`src/rtl/tmr16_pkg.sv`:
```
// Shared constants for the 16-bit capture/PWM timer: register addresses,
// control field positions, flag indices and the PWM top-value function.
package tmr16_pkg;
    localparam int CNT_W   = 16;
    localparam int ADDR_W  = 3;
    localparam int CTRL_W  = 6;
    localparam int N_FLAGS = 3;

    localparam logic [ADDR_W-1:0] A_CTRL  = 3'd0;
    localparam logic [ADDR_W-1:0] A_COUNT = 3'd1;
    localparam logic [ADDR_W-1:0] A_CMP   = 3'd2;
    localparam logic [ADDR_W-1:0] A_CAPT  = 3'd3;
    localparam logic [ADDR_W-1:0] A_FLAG  = 3'd4;

    localparam int C_CLK_LSB = 0;
    localparam int C_RES_LSB = 2;
    localparam int C_RISE    = 4;
    localparam int C_FILT    = 5;

    localparam int FLG_OVF = 0;
    localparam int FLG_CMP = 1;
    localparam int FLG_CAP = 2;

    // Turnaround value: all ones in normal mode, 2^(res+7)-1 in PWM modes.
    function automatic logic [CNT_W-1:0] pwm_top(input logic [1:0] res);
        if (res == 2'd0)
            return '1;
        return CNT_W'((32'd1 << (32'(res) + 32'd7)) - 32'd1);
    endfunction
endpackage

```
`src/rtl/tmr16_prescale.sv`:
```
// Clock-enable prescaler. A free-running counter produces a one-cycle
// tick every clock, every DIV_MID clocks or every DIV_HI clocks, or never.
// Assumes DIV_MID and DIV_HI are powers of two with DIV_MID <= DIV_HI.
module tmr16_prescale #(
    parameter int DIV_MID = 8,
    parameter int DIV_HI  = 64
) (
    input  logic       clk,
    input  logic       rst_n,
    input  logic [1:0] sel,
    output logic       tick
);
    localparam int PW = $clog2(DIV_HI);

    logic [PW-1:0] pcnt;

    // Free-running divider count.
    always_ff @(posedge clk) begin
        if (!rst_n)
            pcnt <= '0;
        else
            pcnt <= pcnt + 1'b1;
    end

    // Tick selection per enable setting.
    always_comb begin
        case (sel)
            2'd0:    tick = 1'b0;
            2'd1:    tick = 1'b1;
            2'd2:    tick = (pcnt & PW'(DIV_MID - 1)) == PW'(DIV_MID - 1);
            default: tick = pcnt == PW'(DIV_HI - 1);
        endcase
    end
endmodule

```
`src/rtl/tmr16_capfront.sv`:
```
// Capture front end: synchronises the asynchronous pin, optionally
// requires FILT_N equal consecutive samples before accepting a new level,
// and emits a one-cycle event on accepted edges of the selected polarity.
// Assumes SYNC_N >= 2 and FILT_N >= 2.
module tmr16_capfront #(
    parameter int SYNC_N = 2,
    parameter int FILT_N = 4
) (
    input  logic clk,
    input  logic rst_n,
    input  logic pin,
    input  logic filt_en,
    input  logic rise_sel,
    output logic evt
);
    logic [SYNC_N-1:0] sync_q;
    logic [FILT_N-1:0] hist_q;
    logic              samp;
    logic              lvl_q;
    logic              lvl_nxt;

    assign samp = sync_q[SYNC_N-1];

    // Synchroniser chain and sample history.
    always_ff @(posedge clk) begin
        if (!rst_n) begin
            sync_q <= '0;
            hist_q <= '0;
        end else begin
            sync_q <= {sync_q[SYNC_N-2:0], pin};
            hist_q <= {hist_q[FILT_N-2:0], samp};
        end
    end

    // Accepted level: raw sample, or a full run of equal samples.
    always_comb begin
        if (!filt_en)
            lvl_nxt = samp;
        else if (&hist_q)
            lvl_nxt = 1'b1;
        else if (~|hist_q)
            lvl_nxt = 1'b0;
        else
            lvl_nxt = lvl_q;
    end

    // Level register and polarity-qualified edge pulse.
    always_ff @(posedge clk) begin
        if (!rst_n) begin
            lvl_q <= 1'b0;
            evt   <= 1'b0;
        end else begin
            lvl_q <= lvl_nxt;
            evt   <= (lvl_nxt != lvl_q) && (lvl_nxt == rise_sel);
        end
    end
endmodule

```
`src/rtl/tmr16_core.sv`:
```
// Counter core: up-counting or up/down counting, compare match, waveform
// pin, capture register and write-1-to-clear flags. A count write beats
// a counting step and suppresses that step's match and wrap events.
module tmr16_core
    import tmr16_pkg::*;
(
    input  logic               clk,
    input  logic               rst_n,
    input  logic               tick,
    input  logic               ctrl_wr,
    input  logic               cnt_wr,
    input  logic [1:0]         res,
    input  logic [CNT_W-1:0]   wr_data,
    input  logic [CNT_W-1:0]   cmp_val,
    input  logic               cap_evt,
    input  logic [N_FLAGS-1:0] flag_clr,
    output logic [CNT_W-1:0]   cnt_q,
    output logic [CNT_W-1:0]   cap_q,
    output logic [N_FLAGS-1:0] flags,
    output logic               wave
);
    logic               pwm_on;
    logic [CNT_W-1:0]   top;
    logic               dir_up;
    logic               at_bot;
    logic               at_top;
    logic               eff_up;
    logic               step_ok;
    logic               match;
    logic               wrap;
    logic [CNT_W-1:0]   cnt_nxt;
    logic [N_FLAGS-1:0] flag_set;

    assign pwm_on  = res != 2'd0;
    assign top     = pwm_top(res);
    assign at_bot  = cnt_q == '0;
    assign at_top  = cnt_q >= top;
    // Direction used for this step: forced upward at zero, downward at TOP.
    assign eff_up  = at_bot ? 1'b1 : (at_top ? 1'b0 : dir_up);
    assign step_ok = tick && !cnt_wr;
    assign match   = step_ok && (cnt_q == cmp_val);
    assign wrap    = step_ok && (pwm_on ? (at_bot && !dir_up) : (cnt_q == '1));

    // Next count for one counting step.
    always_comb begin
        if (pwm_on && !eff_up)
            cnt_nxt = cnt_q - 1'b1;
        else
            cnt_nxt = cnt_q + 1'b1;
    end

    // Count register: load has priority over counting.
    always_ff @(posedge clk) begin
        if (!rst_n)
            cnt_q <= '0;
        else if (cnt_wr)
            cnt_q <= wr_data;
        else if (tick)
            cnt_q <= cnt_nxt;
    end

    // Direction memory for PWM; restarts upward on a control write.
    always_ff @(posedge clk) begin
        if (!rst_n || ctrl_wr)
            dir_up <= 1'b1;
        else if (step_ok && pwm_on)
            dir_up <= eff_up;
    end

    // Waveform pin: toggle in normal mode, clear-up/set-down in PWM.
    always_ff @(posedge clk) begin
        if (!rst_n)
            wave <= 1'b0;
        else if (match)
            wave <= pwm_on ? !eff_up : !wave;
    end

    // Capture register.
    always_ff @(posedge clk) begin
        if (!rst_n)
            cap_q <= '0;
        else if (cap_evt)
            cap_q <= cnt_q;
    end

    assign flag_set = {cap_evt, match, wrap};

    // Sticky flags with write-1-to-clear; a new event wins over a clear.
    always_ff @(posedge clk) begin
        if (!rst_n)
            flags <= '0;
        else
            flags <= (flags & ~flag_clr) | flag_set;
    end
endmodule

```
`src/rtl/cap_pwm_timer16.sv`:
```
// Top level of the 16-bit capture/PWM timer. Holds the control and
// compare registers, decodes the write port, muxes the read port and
// joins the prescaler, capture front end and counter core.
// Assumes synchronous active-low reset and a single clock domain apart
// from cap_pin, which is synchronised inside.
module cap_pwm_timer16
    import tmr16_pkg::*;
#(
    parameter int DIV_MID = 8,
    parameter int DIV_HI  = 64,
    parameter int SYNC_N  = 2,
    parameter int FILT_N  = 4
) (
    input  logic              clk,
    input  logic              rst_n,
    input  logic              wr_en,
    input  logic [ADDR_W-1:0] wr_addr,
    input  logic [CNT_W-1:0]  wr_data,
    input  logic [ADDR_W-1:0] rd_addr,
    output logic [CNT_W-1:0]  rd_data,
    input  logic              cap_pin,
    output logic              cmp_pin,
    output logic              irq_ovf,
    output logic              irq_cmp,
    output logic              irq_cap
);
    logic [CTRL_W-1:0]  ctrl_q;
    logic [CNT_W-1:0]   cmp_q;
    logic [CNT_W-1:0]   cnt_q;
    logic [CNT_W-1:0]   cap_q;
    logic [N_FLAGS-1:0] flags;
    logic [N_FLAGS-1:0] flag_clr;
    logic               ctrl_wr;
    logic               cnt_wr;
    logic               cmp_wr;
    logic               tick;
    logic               cap_evt;

    assign ctrl_wr  = wr_en && (wr_addr == A_CTRL);
    assign cnt_wr   = wr_en && (wr_addr == A_COUNT);
    assign cmp_wr   = wr_en && (wr_addr == A_CMP);
    assign flag_clr = (wr_en && (wr_addr == A_FLAG)) ? wr_data[N_FLAGS-1:0] : '0;

    // Control and compare registers.
    always_ff @(posedge clk) begin
        if (!rst_n) begin
            ctrl_q <= '0;
            cmp_q  <= '0;
        end else begin
            if (ctrl_wr)
                ctrl_q <= wr_data[CTRL_W-1:0];
            if (cmp_wr)
                cmp_q <= wr_data;
        end
    end

    tmr16_prescale #(.DIV_MID(DIV_MID), .DIV_HI(DIV_HI)) u_presc (
        .clk   (clk),
        .rst_n (rst_n),
        .sel   (ctrl_q[C_CLK_LSB +: 2]),
        .tick  (tick)
    );

    tmr16_capfront #(.SYNC_N(SYNC_N), .FILT_N(FILT_N)) u_front (
        .clk      (clk),
        .rst_n    (rst_n),
        .pin      (cap_pin),
        .filt_en  (ctrl_q[C_FILT]),
        .rise_sel (ctrl_q[C_RISE]),
        .evt      (cap_evt)
    );

    tmr16_core u_core (
        .clk      (clk),
        .rst_n    (rst_n),
        .tick     (tick),
        .ctrl_wr  (ctrl_wr),
        .cnt_wr   (cnt_wr),
        .res      (ctrl_q[C_RES_LSB +: 2]),
        .wr_data  (wr_data),
        .cmp_val  (cmp_q),
        .cap_evt  (cap_evt),
        .flag_clr (flag_clr),
        .cnt_q    (cnt_q),
        .cap_q    (cap_q),
        .flags    (flags),
        .wave     (cmp_pin)
    );

    // Combinational read mux.
    always_comb begin
        case (rd_addr)
            A_CTRL:  rd_data = CNT_W'(ctrl_q);
            A_COUNT: rd_data = cnt_q;
            A_CMP:   rd_data = cmp_q;
            A_CAPT:  rd_data = cap_q;
            A_FLAG:  rd_data = CNT_W'(flags);
            default: rd_data = '0;
        endcase
    end

    assign irq_ovf = flags[FLG_OVF];
    assign irq_cmp = flags[FLG_CMP];
    assign irq_cap = flags[FLG_CAP];
endmodule

```
`config.mk`:
```
export PLATFORM = sky130hd
export DESIGN_NAME = cap_pwm_timer16
export DESIGN_NICKNAME = d
export VERILOG_FILES = /design/src/rtl/tmr16_pkg.sv /design/src/rtl/tmr16_prescale.sv /design/src/rtl/tmr16_capfront.sv /design/src/rtl/tmr16_core.sv /design/src/rtl/cap_pwm_timer16.sv
export SDC_FILE = /design/constraint.sdc
export NUM_CORES = 1
export LEC_CHECK = 0
export ABC_CLOCK_PERIOD_IN_PS = 6800
export BUFFER_PORTS_ARGS = -buffer_cell sky130_fd_sc_hd__buf_2
export CAP_MARGIN = 10
export CORE_ASPECT_RATIO = 1.75
export CORE_UTILIZATION = 60
export CTS_CLUSTER_SIZE = 8
export DETAILED_ROUTE_END_ITERATION = 6
export GPL_ROUTABILITY_DRIVEN = 0
export PLACE_DENSITY = 0.8
export SETUP_SLACK_MARGIN = 0.05
export SLEW_MARGIN = 20
export SYNTH_ARGS = -nofsm -noshare
export SYNTH_HDL_FRONTEND = slang
export SYNTH_SLANG_ARGS = --single-unit
export TNS_END_PERCENT = 100
```
`constraint.sdc`:
```
create_clock -name clk -period 6.8 [get_ports clk]
set_clock_uncertainty 0.2 [all_clocks]
set_input_delay 1.36 -clock clk [delete_from_list [all_inputs] [get_ports clk]]
set_output_delay 1.36 -clock clk [all_outputs]
set_load 0.01 [all_outputs]
```
==> summary by stage <==
STA
The tightest hold margin is 249 ps. Setup repair after global routing left no endpoint under its margin. Of the available clock period, the critical path in the final layout requires 72.2%. The sum of negative setup slack is 0 ps. The highest attainable clock frequency is 0.204 GHz.

For the finished layout, the period the worst path requires is 4910 ps. For the pin with the worst max-slew slack, the measured transition is 1060 ps. The count of final hold-check violations was 0.

The number of pins exceeding their max-slew limit in the final report came to 0. Measured against its own limit, the worst slew margin works out to 29.5%. The final-report setup violation count is 0.

Pwr
Across the VDD grid, the largest voltage drop is around 0.19 mV. The internal portion of the total power is 800 uW. In this run the static leakage power is about 2.3 nW.

Net switching is approximately a quarter of the power. Of the total power, the clock network draws a little under half. The sequential fraction of design power is between 40 and 50%. For this design the total switching power over the nets is between 200 and 300 uW. The combinational power share is 9.4%. Power spread over the standard cell area amounts to 205 mW/mm2.

Placement
Summed over all nets, the half-perimeter wirelength after detailed placement is between 9000 and 10000 um. Counting tap cells, the placed design contains a total of 654 instances. The number of port buffers is 45.

Setup path
The worst register-to-register path has a depth of 18. The setup path with the least slack is of type register to register. In this run the worst path has a maximum fanout of 15. The arrival time of the worst setup path is 4950 ps.

STA classifies the critical path endpoint as a register. At the worst endpoint, the required time is between 6000 and 7000 ps. STA classifies the critical path startpoint as a register.

Min path
The type of the tightest min-delay check is register to register. The worst hold path cell count is 1.

Synth
The post-synthesis register bit count is 73. For this run, the number of Yosys warnings is 0. sky130_fd_sc_hd__dfxtp_1 takes more of the synthesized area than any other cell. The number of synthesized flops with an enable pin is 0. The share of the Yosys chip area taken by registers is roughly a third. The average cell area after synthesis is around 8.5 um2. The netlist area before placement is 0.00466 mm2. The gate count after technology mapping is between 500 and 600. By area the synthesized netlist is led by sky130_fd_sc_hd__dfxtp_1 (31%), sky130_fd_sc_hd__ha_1 (9.1%), sky130_fd_sc_hd__mux2i_1 (6.4%), sky130_fd_sc_hd__nand2_1 (5.3%), sky130_fd_sc_hd__nor2_1 (4.4%). The most common flop cell mapped by yosys is sky130_fd_sc_hd__dfxtp_1.

Of the post-synthesis cell area, the dominant cell type holds 31.4%. The synthesized net count is slightly above 600. The synthesized netlist contains 61 unique library cells. The proportion of register bits with asynchronous set or reset after synthesis is 0%.

Cells and area
In the final layout, the share of cells above drive strength 1 is 15.1%. The net count reported at finish is 638. Relative to the synthesized area, the layout overhead comes to 11.7%. 0 antenna diodes ended up in the layout. Once layout is complete, the cells apart from fillers number 670.

The filler cells instantiated in the layout total 636.

Global route
Entering global routing, the biggest net connects 43 pins. The total congestion overflow after global routing is 0. The initial antenna violation count is 0. The overall global routing resource usage is around a third. The via count of the first global-routing pass is 4205.

The first global-routing pass estimated 20400 um of wire.

CTS
The number of sinks driven by the clock tree is between 70 and 80. The source-to-sink clock delay at the later pin of the worst-skew pair is 350 ps. The number of buffers created by CTS is 9.

The post-CTS repair timing setup buffer count is 0. In this run the clock root is driven by a sky130_fd_sc_hd__clkbuf_16. The post-CTS resize count is 0.

TritonCTS built the clock tree. After clock tree synthesis, the clock-pin slew on the worst setup and hold paths is around 60 ps. The number of levels the H-tree was split into is 3.

The deepest clock path buffer count is 2. The number of buffers inserted for hold repair after clock tree synthesis is 0.

Drt
After detailed routing, no signal wire sits above met4. The routed design uses between 6000 and 7000 um of met2 wire. The met3 wire length is 793 um. Using the TritonRoute via totals, the vias-per-cell ratio works out to 6.40. The via total after detailed routing is 4285. For this block, the routed nets add up to between 10000 and 15000 um of wire. The number of detailed-routing iterations run before antenna repair is 5. The count of nets left with antenna violations once routing finished came out at 0. For this run, design rule violations remaining after detail routing come to 0. For this block, wires on met1 add up to 4610 um. Dividing the detail-routed wire length by the instance count gives 19.0 um. After the first detailed-routing iteration, the DRC count stood at 357.

Die
The full die area is 0.00813 mm2. The effective utilization at floorplan is between 60% and 70%. The count of boundary I/O pins is 46.

After floorplanning, the core was divided into 42 placement rows. The floorplan die height is 119 um. The floorplan step defined a core boundary enclosing roughly 0.0075 mm2. The die is about 70 um wide.

Outcome
The run finished with clean final reports.

Flow run
The number of maximum-capacitance constraint violations is 0.
## power by group through the flow
stage	logic, mW	registers (mW)	clock network [mW]
4_1_cts	0.0990	0.455	0.513
3_5_place_dp	0.0984	0.464	0
6_report	0.0999	0.456	0.509
2_1_floorplan	0.0707	0.456	0
5_1_grt	0.109	0.457	0.527
3_3_place_gp	0.0958	0.464	0
## cell families after synthesis
kind of cell	synth area share, %
adder cells (fa/ha/maj)	9.56
other	0.0805
XOR/XNOR	5.26
AND/OR/NAND/NOR	20.7
AO/OA/AOI/OAI	18.4
flip-flops	31.4
buffers and inverters	3.55
multiplexers	11.0
## through the flow
step           util, %  instance area, um2  power [mW]  worst slack (ps)
3_3_place_gp      65.0                4880       0.559              2100
5_1_grt           69.2                5200        1.09              1480
3_5_place_dp      65.0                4880       0.563              1940
4_1_cts           69.2                5200        1.07              1900
6_report          69.2                5200        1.06              1890
2_1_floorplan        -                4660       0.527              2380
## area by class of cell
cell class                 count  area (um2)  area share (%)
multi-input combinational    435        3030            58.3
sequential                    73        1460            28.1
timing repair buffer          47         240            4.62
clock buffer                   9         225            4.33
tap                           88         110            2.12
clock inverter                 7        92.6            1.78
inverter                      11        41.3           0.794
## Yosys cell counts (all sizes together) (10+ instances only)
master	count
nor2b	12
nand2	67
inv	11
and2	10
dfxtp	73
a21oi	27
o211ai	10
clkbuf	24
mux2i	30
nand3	11
mux2	11
nor2	55
xor2	21
o21ai	17
a22oi	11
ha	34
a21boi	15
## worst max-delay path, stage by stage (launching register included)
cell and delay [ps]:
sky130_fd_sc_hd__dfxtp_1 340, sky130_fd_sc_hd__inv_1 90, sky130_fd_sc_hd__ha_1 270, sky130_fd_sc_hd__and2b_2 280, sky130_fd_sc_hd__ha_1 310, sky130_fd_sc_hd__nand2_1 80
sky130_fd_sc_hd__or3_1 360, sky130_fd_sc_hd__o221a_1 290, sky130_fd_sc_hd__o211ai_2 190, sky130_fd_sc_hd__nand3_1 130, sky130_fd_sc_hd__inv_1 380, sky130_fd_sc_hd__ha_1 390
sky130_fd_sc_hd__a21o_1 200, sky130_fd_sc_hd__a2111oi_0 390, sky130_fd_sc_hd__a21oi_1 160, sky130_fd_sc_hd__a21o_1 210, sky130_fd_sc_hd__a211oi_1 240, sky130_fd_sc_hd__a31oi_1 60
sky130_fd_sc_hd__o211a_1 210
## per-layer routing
metal | vias to the layer above | track usage (%)
met2 | 175 | 54.9
li1 | 2025 | -
met3 | 74 | 8.11
met1 | 2011 | 36.0
met5 | - | 0
met4 | 0 | 27.1
## sequential cells by signal (all words and copies together) (netlist names)
name and cells:
u_front.sync_q 2, u_core.cap_q 16, u_core.flags 3, u_core.dir_up 1
u_front.evt 1, u_front.lvl_q 1, ctrl_q 6, u_core.wave 1
cmp_q 16, u_front.hist_q 4, u_core.cnt_q 16, u_presc.pcnt 6
## worst paths after layout
path         slack (ps)         startpoint                 to
max                1890          ctrl_q[2]    u_core.cnt_q[9]
min                 250  u_front.sync_q[0]  u_front.sync_q[1]
max reg2reg        1890          ctrl_q[2]    u_core.cnt_q[9]
min reg2reg         250  u_front.sync_q[0]  u_front.sync_q[1]
## placed cells by master, fill, tap and decap left out, types with 15 or more instances in the layout
master,Yosys,layout
sky130_fd_sc_hd__dfxtp_1,73,73
sky130_fd_sc_hd__nand2_1,66,66
sky130_fd_sc_hd__nor2_1,55,55
sky130_fd_sc_hd__buf_2,2,45
sky130_fd_sc_hd__ha_1,34,34
sky130_fd_sc_hd__mux2i_1,30,30
sky130_fd_sc_hd__a21oi_1,27,27
sky130_fd_sc_hd__xor2_1,21,21
sky130_fd_sc_hd__o21ai_0,17,17
sky130_fd_sc_hd__a21boi_0,15,15
Power figures use the tool's default switching activity.
